## src/rtl/capcmp_pkg.sv

```systemverilog
package capcmp_pkg;

  localparam int BYTE_W = 8;

  typedef enum logic [1:0] {
    AD_STAT = 2'd0,
    AD_VHI  = 2'd1,
    AD_VLO  = 2'd2,
    AD_RSV  = 2'd3
  } reg_addr_e;

  typedef struct packed {
    logic ie;
    logic ms;
    logic elsb;
    logic elsa;
    logic tov;
    logic maxd;
  } ctrl_t;

  // Edge selection {B,A}: bit A enables rising, bit B enables falling.
  function automatic logic edge_hit(input logic [1:0] sel, input logic rise,
                                    input logic fall);
    return (sel[0] & rise) | (sel[1] & fall);
  endfunction

  function automatic logic [BYTE_W-1:0] status_byte(input logic flag, input ctrl_t c);
    return {flag, c.ie, 1'b0, c.ms, c.elsb, c.elsa, c.tov, c.maxd};
  endfunction

  function automatic ctrl_t ctrl_from_byte(input logic [BYTE_W-1:0] b);
    ctrl_t c;
    c.ie   = b[6];
    c.ms   = b[4];
    c.elsb = b[3];
    c.elsa = b[2];
    c.tov  = b[1];
    c.maxd = b[0];
    return c;
  endfunction

endpackage

```

## src/rtl/capcmp_edge.sv

```systemverilog
module capcmp_edge #(
  parameter int SYNC_STAGES = 2
) (
  input  logic clk,
  input  logic rst_n,
  input  logic pin,
  output logic rise,
  output logic fall
);
  // chain[SYNC_STAGES-1] is the synchronised level, chain[SYNC_STAGES] its delayed copy
  logic [SYNC_STAGES:0] chain;

  always_ff @(posedge clk or negedge rst_n) begin
    if (!rst_n) chain <= '0;
    else        chain <= {chain[SYNC_STAGES-1:0], pin};
  end

  assign rise =  chain[SYNC_STAGES-1] & ~chain[SYNC_STAGES];
  assign fall = ~chain[SYNC_STAGES-1] &  chain[SYNC_STAGES];
endmodule

```

## src/rtl/capcmp_valreg.sv

```systemverilog
module capcmp_valreg #(
  parameter int BYTE_W = 8,
  localparam int VAL_W = 2 * BYTE_W
) (
  input  logic              clk,
  input  logic              rst_n,
  input  logic              cap_load,
  input  logic [VAL_W-1:0]  cnt,
  input  logic              wr_hi,
  input  logic              wr_lo,
  input  logic [BYTE_W-1:0] wdata,
  input  logic              hi_rd,
  input  logic              lo_rd,
  output logic [VAL_W-1:0]  val,
  output logic [BYTE_W-1:0] lo_view,
  output logic              blk
);
  logic [BYTE_W-1:0] lo_snap;

  always_ff @(posedge clk or negedge rst_n) begin
    if (!rst_n) begin
      val <= '0;
    end else if (cap_load) begin
      val <= cnt;
    end else begin
      if (wr_hi) val[VAL_W-1:BYTE_W] <= wdata;
      if (wr_lo) val[BYTE_W-1:0]     <= wdata;
    end
  end

  // High-byte read freezes the low byte and blocks the flag until the low byte is read
  always_ff @(posedge clk or negedge rst_n) begin
    if (!rst_n) begin
      blk     <= 1'b0;
      lo_snap <= '0;
    end else if (hi_rd) begin
      blk     <= 1'b1;
      lo_snap <= val[BYTE_W-1:0];
    end else if (lo_rd) begin
      blk     <= 1'b0;
    end
  end

  assign lo_view = blk ? lo_snap : val[BYTE_W-1:0];
endmodule

```

## src/rtl/capcmp_flag.sv

```systemverilog
module capcmp_flag (
  input  logic clk,
  input  logic rst_n,
  input  logic evt,
  input  logic blk,
  input  logic lo_rd,
  input  logic lo_acc,
  input  logic stat_rd,
  input  logic stat_wr,
  input  logic wbit7,
  input  logic dma_mode,
  output logic flag,
  output logic armed,
  output logic pend,
  output logic flag_set,
  output logic clr_cpu,
  output logic clr_dma
);
  logic release_now;

  assign release_now = blk & lo_rd & (pend | evt);
  assign flag_set    = (evt & ~blk) | release_now;
  assign clr_cpu     = stat_wr & ~wbit7 & armed & ~dma_mode;
  assign clr_dma     = lo_acc & dma_mode;

  always_ff @(posedge clk or negedge rst_n) begin
    if (!rst_n)                 flag <= 1'b0;
    else if (flag_set)          flag <= 1'b1;
    else if (clr_cpu | clr_dma) flag <= 1'b0;
  end

  always_ff @(posedge clk or negedge rst_n) begin
    if (!rst_n)             pend <= 1'b0;
    else if (blk & lo_rd)   pend <= 1'b0;
    else if (blk & evt)     pend <= 1'b1;
  end

  always_ff @(posedge clk or negedge rst_n) begin
    if (!rst_n)                armed <= 1'b0;
    else if (evt | flag_set)   armed <= 1'b0;
    else if (stat_rd & flag)   armed <= 1'b1;
    else if (stat_wr)          armed <= 1'b0;
  end
endmodule

```

## src/rtl/capcmp_channel.sv

```systemverilog
module capcmp_channel
  import capcmp_pkg::*;
#(
  parameter int SYNC_STAGES = 2,
  localparam int VAL_W = 2 * BYTE_W
) (
  input  logic              clk,
  input  logic              rst_n,
  input  logic [1:0]        bus_addr,
  input  logic              bus_rd,
  input  logic              bus_wr,
  input  logic [BYTE_W-1:0] bus_wdata,
  output logic [BYTE_W-1:0] bus_rdata,
  input  logic              cap_pin,
  input  logic [VAL_W-1:0]  cnt_value,
  input  logic              svc_dma,
  output logic              irq_req,
  output logic              dma_req
);
  ctrl_t ctrl;
  logic stat_rd, stat_wr, hi_rd, lo_rd, hi_wr, lo_wr, lo_acc, wbit7;
  logic rise, fall, cap_evt, cmp_evt, evt, dma_mode;
  logic flag, armed, pend, blk, flag_set, clr_cpu, clr_dma;
  logic [VAL_W-1:0]  val;
  logic [BYTE_W-1:0] lo_view;

  assign stat_rd = bus_rd & (bus_addr == AD_STAT);
  assign stat_wr = bus_wr & (bus_addr == AD_STAT);
  assign hi_rd   = bus_rd & (bus_addr == AD_VHI);
  assign hi_wr   = bus_wr & (bus_addr == AD_VHI);
  assign lo_rd   = bus_rd & (bus_addr == AD_VLO);
  assign lo_wr   = bus_wr & (bus_addr == AD_VLO);
  assign lo_acc  = lo_rd | lo_wr;
  assign wbit7   = bus_wdata[BYTE_W-1];

  always_ff @(posedge clk or negedge rst_n) begin
    if (!rst_n)       ctrl <= '0;
    else if (stat_wr) ctrl <= ctrl_from_byte(bus_wdata);
  end

  capcmp_edge #(.SYNC_STAGES(SYNC_STAGES)) u_edge (
    .clk(clk), .rst_n(rst_n), .pin(cap_pin), .rise(rise), .fall(fall)
  );

  assign cap_evt  = ~ctrl.ms & edge_hit({ctrl.elsb, ctrl.elsa}, rise, fall);
  assign cmp_evt  =  ctrl.ms & (cnt_value == val);
  assign evt      = cap_evt | cmp_evt;
  assign dma_mode = ctrl.ie & svc_dma;

  capcmp_valreg #(.BYTE_W(BYTE_W)) u_val (
    .clk(clk), .rst_n(rst_n), .cap_load(cap_evt), .cnt(cnt_value),
    .wr_hi(hi_wr), .wr_lo(lo_wr), .wdata(bus_wdata),
    .hi_rd(hi_rd), .lo_rd(lo_rd), .val(val), .lo_view(lo_view), .blk(blk)
  );

  capcmp_flag u_flag (
    .clk(clk), .rst_n(rst_n), .evt(evt), .blk(blk), .lo_rd(lo_rd),
    .lo_acc(lo_acc), .stat_rd(stat_rd), .stat_wr(stat_wr), .wbit7(wbit7),
    .dma_mode(dma_mode), .flag(flag), .armed(armed), .pend(pend),
    .flag_set(flag_set), .clr_cpu(clr_cpu), .clr_dma(clr_dma)
  );

  always_comb begin
    unique case (bus_addr)
      AD_STAT: bus_rdata = status_byte(flag, ctrl);
      AD_VHI:  bus_rdata = val[VAL_W-1:BYTE_W];
      AD_VLO:  bus_rdata = lo_view;
      default: bus_rdata = '0;
    endcase
  end

  assign irq_req = flag & ctrl.ie & ~svc_dma;
  assign dma_req = flag & ctrl.ie &  svc_dma;
endmodule

```

## config.mk

```make
export PLATFORM = sky130hd
export DESIGN_NAME = capcmp_channel
export DESIGN_NICKNAME = d
export VERILOG_FILES = /design/src/rtl/capcmp_pkg.sv /design/src/rtl/capcmp_edge.sv /design/src/rtl/capcmp_valreg.sv /design/src/rtl/capcmp_flag.sv /design/src/rtl/capcmp_channel.sv
export SDC_FILE = /design/constraint.sdc
export NUM_CORES = 1
export LEC_CHECK = 0
export CAP_MARGIN = 20
export CORE_ASPECT_RATIO = 1.25
export CORE_MARGIN = 8
export CORE_UTILIZATION = 50
export DETAILED_ROUTE_END_ITERATION = 16
export PLACE_DENSITY = 0.78
export SLEW_MARGIN = 20
export SYNTH_ARGS = -nofsm -noshare
export SYNTH_HDL_FRONTEND = slang
export SYNTH_SLANG_ARGS = --single-unit
```

## constraint.sdc

```tcl
create_clock -name clk -period 3.1 [get_ports clk]
set_input_delay 0.31 -clock clk [delete_from_list [all_inputs] [get_ports clk]]
set_output_delay 0.31 -clock clk [all_outputs]
set_load 0.05 [all_outputs]
```

## Word-level counts from Yosys, hierarchy flattened

Index checks and enable logic that the tools add are counted.
Widths: inputs -> output; s select.

| word-level totals | value |
|---|---|
| register bits | 37 |
| latch bits | 0 |
| bits in writable memories | 0 |
| bits in read-only memories | 0 |
| word-level logic and storage cells | 77 |
| memories kept | 0 |

| cells by class | value |
|---|---|
| add/sub/neg operators | 0 |
| multipliers | 0 |
| div/mod/pow operators | 0 |
| $lt $le $gt $ge | 0 |
| eq/ne operators | 3 |
| shift-type cells | 0 |
| multiplexer cells | 14 |
| bitwise logic cells | 39 |
| reduce and logical (&&, ||, !) cells | 7 |

Operators with widths:

| kind | count |
|---|---|
| $and 1x1->1 | 25 |
| $mux 8 | 3 |
| $pmux 8 s3 | 1 |
| $eq 16x16->1 | 1 |
| $mux 16 | 1 |
| $reduce_bool 2->1 | 5 |
| $mux 1 | 9 |
| $not 1->1 | 7 |
| $or 1x1->1 | 7 |
| $reduce_bool 3->1 | 1 |
| $eq 2x1->1 const B | 1 |
| $eq 2x2->1 const B | 1 |
| $logic_not 2->1 | 1 |

## Logic depth before layout (Yosys ltp)

| depth | value |
|---|---|
| word-level depth | 11 |
| mapped depth | 6 |
| mapped depth without buffers | 5 |

## Hierarchy

A second synthesis with hierarchy kept.

| unflattened totals | value |
|---|---|
| cells, all modules | 193 |
| area, all modules | 2159.6 um^2 |

Modules (own cells, without submodules):

| module | instances | cells an instance | area each (um^2) |
|---|---|---|---|
| capcmp_valreg | 1 | 98 | 1242.4 |
| capcmp_channel | 1 | 74 | 663.1 |
| capcmp_flag | 1 | 16 | 163.9 |
| capcmp_edge | 1 | 5 | 90.1 |

## Worst setup path before layout

No wires, ideal clock.

| timing | value |
|---|---|
| kind | reg-to-output |
| start | reg u_val.blk |
| end | out bus_rdata[1] |
| data arrival time | 1.941 ns |
| data required time | 2.790 ns |
| path slack | 0.849 ns |
| stages on the path, launching flop included | 6 |
| path buffers | 1 |
| cell sequence | dfrtp_1 buf_2 mux2i_1 nand2_1 o21ai_0 o21ai_0 |

| on the way | value |
|---|---|
| cells in the longest elaborated chain, start to end | 2 |

RTL lines:

| element | line | RTL |
|---|---|---|
| start: declaration | capcmp_valreg.sv:16 | `output logic blk` |
| start signal: assignment | capcmp_valreg.sv:34 | `blk <= 1'b0;` |
| start signal: assignment | capcmp_valreg.sv:37 | `blk <= 1'b1;` |
| start signal: assignment | capcmp_valreg.sv:40 | `blk <= 1'b0;` |
| $mux 8 | capcmp_valreg.sv:44 | `assign lo_view = blk ? lo_snap : val[BYTE_W-1:0];` |
| $pmux 8 s3 | capcmp_channel.sv:64 | `unique case (bus_addr)` |
| end: declaration | capcmp_channel.sv:13 | `output logic [BYTE_W-1:0] bus_rdata,` |

Every way passes these cells.

## Worst setup path in the final report

| timing | value |
|---|---|
| start | reg u_val.blk |
| end | out bus_rdata[3] |

Same word-level chain as after synthesis.

==> out/metrics.cfg <==
[finish]
fillCellCount=321
fin_area_mm2=0.002653
layout-drive-gt1-share_pct=16.94
nets=274
antenna_cells=0
area_growth_pct=32.50
multi_input_area_mm2=0.001037
seq_area_um2=925.9

[power_and_ir_drop]
seq_power_share_pct=44.2
power_frac_clock_pct=19.0
power_uw=1774
power.net_switching_uw=622.0
ir_worst_vdd_v=0.0003882
p_leak_uw=0.001190
pwr-share-comb_pct=36.8
switching_share_pct=35.07
p_per_area_mw_per_mm2=668.6
p_int_uw=1152

[sta]
drv_slew=0
max_freq_ghz=0.4422
tns_ns=0
finalWorstSetupSlack_ns=0.8384
setup_violations=0
worst_clock_skew_ns=0.01046
fin_crit_ns=2.262
slew_headroom_pct=53.20
final_hold_viol_count=0
rsz0062_at_grt=no
period_share_pct=72.95
worstMarginPinSlew_ns=0.7019

[clock_network]
hold_buffers=0
cts_root_buf=clkbuf_8
cts.sinks=37
post_cts_resized=0
cts_tree=yes
numCtsBuffers=5
worstSkewPairLatency_ns=0.29
clk_path_buf_depth=2
cts_max_level=2
cts_setup_buffers=0
clkTransAtPathRegs_ns=0.07

[grt]
grt_pass1_wl_um=7935
grtUsageTotal_pct=16.40
grt_pass1_vias=1635
grt_overflow_total=0
antenna_found_initial=0
grt_max_degree=38

[floorplanning]
core_area_mm2=0.003816
fp-row-count=25
die_w_um=72.60
start_util_pct=52.46
io_pins=42
dieArea_mm2=0.006297
die_y_um=86.75

[worst_setup_path]
rr_worst_depth=4
crit_fanout=13
cp.arrival_ns=1.95
reg2reg_from=u_edge.chain[1]$_DFF_PN0_
cp_cell_sequence=mux2i_1 > nand2_1 > o21ai_0 > o21ai_0 > buf_12
cpMostUsedCell=o21ai_0
path_class=register to primary output
cpMaxStageDelayCell=dfrtp_1
r2r_end=u_val.val[6]$_DFFE_PN0P_
crit_path_end_kind=primary output
max_stage_delay_ns=0.78
reg2reg_slack_ns=1.40
worst_ep_required_time_ns=2.79
start_kind=register

[yosys]
ys_seq_elements=37
dominantRegCellSynth=dfrtp_1
postSynthAreaPerCell_um2=10.16
synth_edf_count=0
synth_cell_types=28
yosys_warnings=0
async_flop_share_pct=100.0
syn_nets=229
synth_common_cells=37 x dfrtp_1, 37 x nand2_1, 32 x o21ai_0
yosys.area.top_type=dfrtp_1
ys_top_cells_by_area=dfrtp_1 46%, mux2i_1 12%, mux2_2 8.4%, o21ai_0 8.0%, nand2_1 6.9%
synthesis.area_mm2=0.002002
seq_area_frac_synth_pct=46.25
yosys.area.top_type_share_pct=46.25
synth_cells=197

[min_path]
min_delay_path_depth=0
worstHoldEndpoint=u_edge.chain[1]$_DFF_PN0_
min-delay-start=u_edge.chain[0]$_DFF_PN0_
min_path_type=register to register

[route]
antenna_left=0
drt-pass1-iter-count=4
drt-total-wl_um=4906
vias=1616
post_drt_wl_per_cell_um=16.57
viasPerCell=5.459
drc=0
drt_iter0_markers=72

[run]
drv_cap=0

[placement]
gp_congestion=0.7907
io_buffers=41
post_dp_cell_area_mm2=0.002566
place_ws_ns=0.8654
hpwl_um=3550

[outcome]
status=completed

worst max-delay path by stage:
stage	slack (ns)	to	from	depth (start not counted)
floorplan	0.85	bus_rdata[1]	u_val.blk$_DFFE_PN0P_	5
finish	0.84	bus_rdata[3]	u_val.blk$_DFFE_PN0P_	5
detailed placement	0.87	bus_rdata[4]	bus_addr[0]	7
CTS	0.86	bus_rdata[4]	u_val.blk$_DFFE_PN0P_	5
global placement	0.98	bus_rdata[2]	bus_addr[0]	7
global route	0.71	bus_rdata[4]	u_val.blk$_DFFE_PN0P_	5
state kept, by name, summed over array words and instances (netlist names):
name           count
u_flag.armed       1
u_edge.chain       3
u_val.val         16
u_flag.pend        1
ctrl               6
u_val.blk          1
u_flag.flag        1
u_val.lo_snap      8
logic make-up (layout without fill, tap and decap cells):
kind of cell,after synthesis,after routing,share of synthesized area (%)
XOR/XNOR,16,16,7.000
AO/OA/AOI/OAI,40,40,11.06
flip-flops,37,37,46.25
buffers and inverters,10,55,2.125
multiplexers,38,38,19.94
AND/OR/NAND/NOR,56,56,13.62
power groups by stage:
stage | combinational (µW) | sequential, µW | clock (µW)
floorplan | 426 | 743 | 0
global placement | 647 | 777 | 0
detailed placement | 656 | 788 | 0
CTS | 660 | 779 | 341
global route | 712 | 802 | 364
finish | 653 | 783 | 337
metal layers:
metal  GRT usage [%]  wire length (µm)  vias up
met3           4.734               233        7
met4           6.387                77        0
met1           18.13              1957      792
li1                -                 -      781
met2           28.55              2637       36
met5               0                 0        -
cell usage in the layout, fill, tap and decap left out:
| master | Yosys | routed |
|---|---|---|
| nand2_1 | 37 | 37 |
| dfrtp_1 | 37 | 37 |
| clkdlybuf4s50_1 | 0 | 33 |
| o21ai_0 | 32 | 32 |
| mux2i_1 | 23 | 23 |
| mux2_2 | 15 | 15 |
| xor2_1 | 15 | 15 |
| buf_12 | 0 | 8 |
| clkbuf_8 | 0 | 6 |
| buf_4 | 0 | 5 |
| nand2_2 | 3 | 3 |
| nor4_1 | 3 | 3 |
| and3_1 | 2 | 2 |
| nand3b_1 | 2 | 2 |
| nand4_1 | 2 | 2 |
| a21oi_1 | 3 | 2 |
| inv_1 | 2 | 2 |
| nor2b_1 | 1 | 1 |
| nor2b_2 | 1 | 1 |
| a22o_1 | 1 | 1 |
| nor2_1 | 1 | 1 |
| a21oi_2 | 0 | 1 |
| nor3b_4 | 1 | 1 |
| nand4b_1 | 1 | 1 |
| o2111ai_1 | 1 | 1 |
| nor3_1 | 1 | 1 |
| xnor2_1 | 1 | 1 |
| a32o_1 | 1 | 1 |
| o21ba_2 | 1 | 1 |
| o32ai_1 | 1 | 1 |
| nand3_1 | 1 | 1 |
| clkbuf_1 | 4 | 1 |
through the flow:
| step | utilization [%] | std cells | hold WS, ns |
|---|---|---|---|
| floorplan | - | 197 | 0.01441 |
| global placement | 67.25 | 289 | 0.3423 |
| detailed placement | 67.25 | 289 | 0.3511 |
| CTS | 69.51 | 296 | 0.3657 |
| global route | 69.51 | 296 | 0.3748 |
| finish | 69.51 | 296 | 0.3587 |
cell type report:
type / count / area share (%)
Inverter: 2 / 0.2830
Multi-Input combinational cell: 150 / 39.10
Sequential cell: 37 / 34.91
Clock buffer: 7 / 3.255
Timing Repair Buffer: 46 / 19.91
Tap cell: 54 / 2.547
worst max-delay path, delay by kind of cell, from the launching register on:
family	cells	cell delay, ns
DFF	1	0.78
AOI/OAI and AO/OA	2	0.42
muxes	1	0.17
and+or+nand+nor	1	0.09
buffers and inverters	1	0.19
No activity file was read; power rests on OpenSTA's default activity.
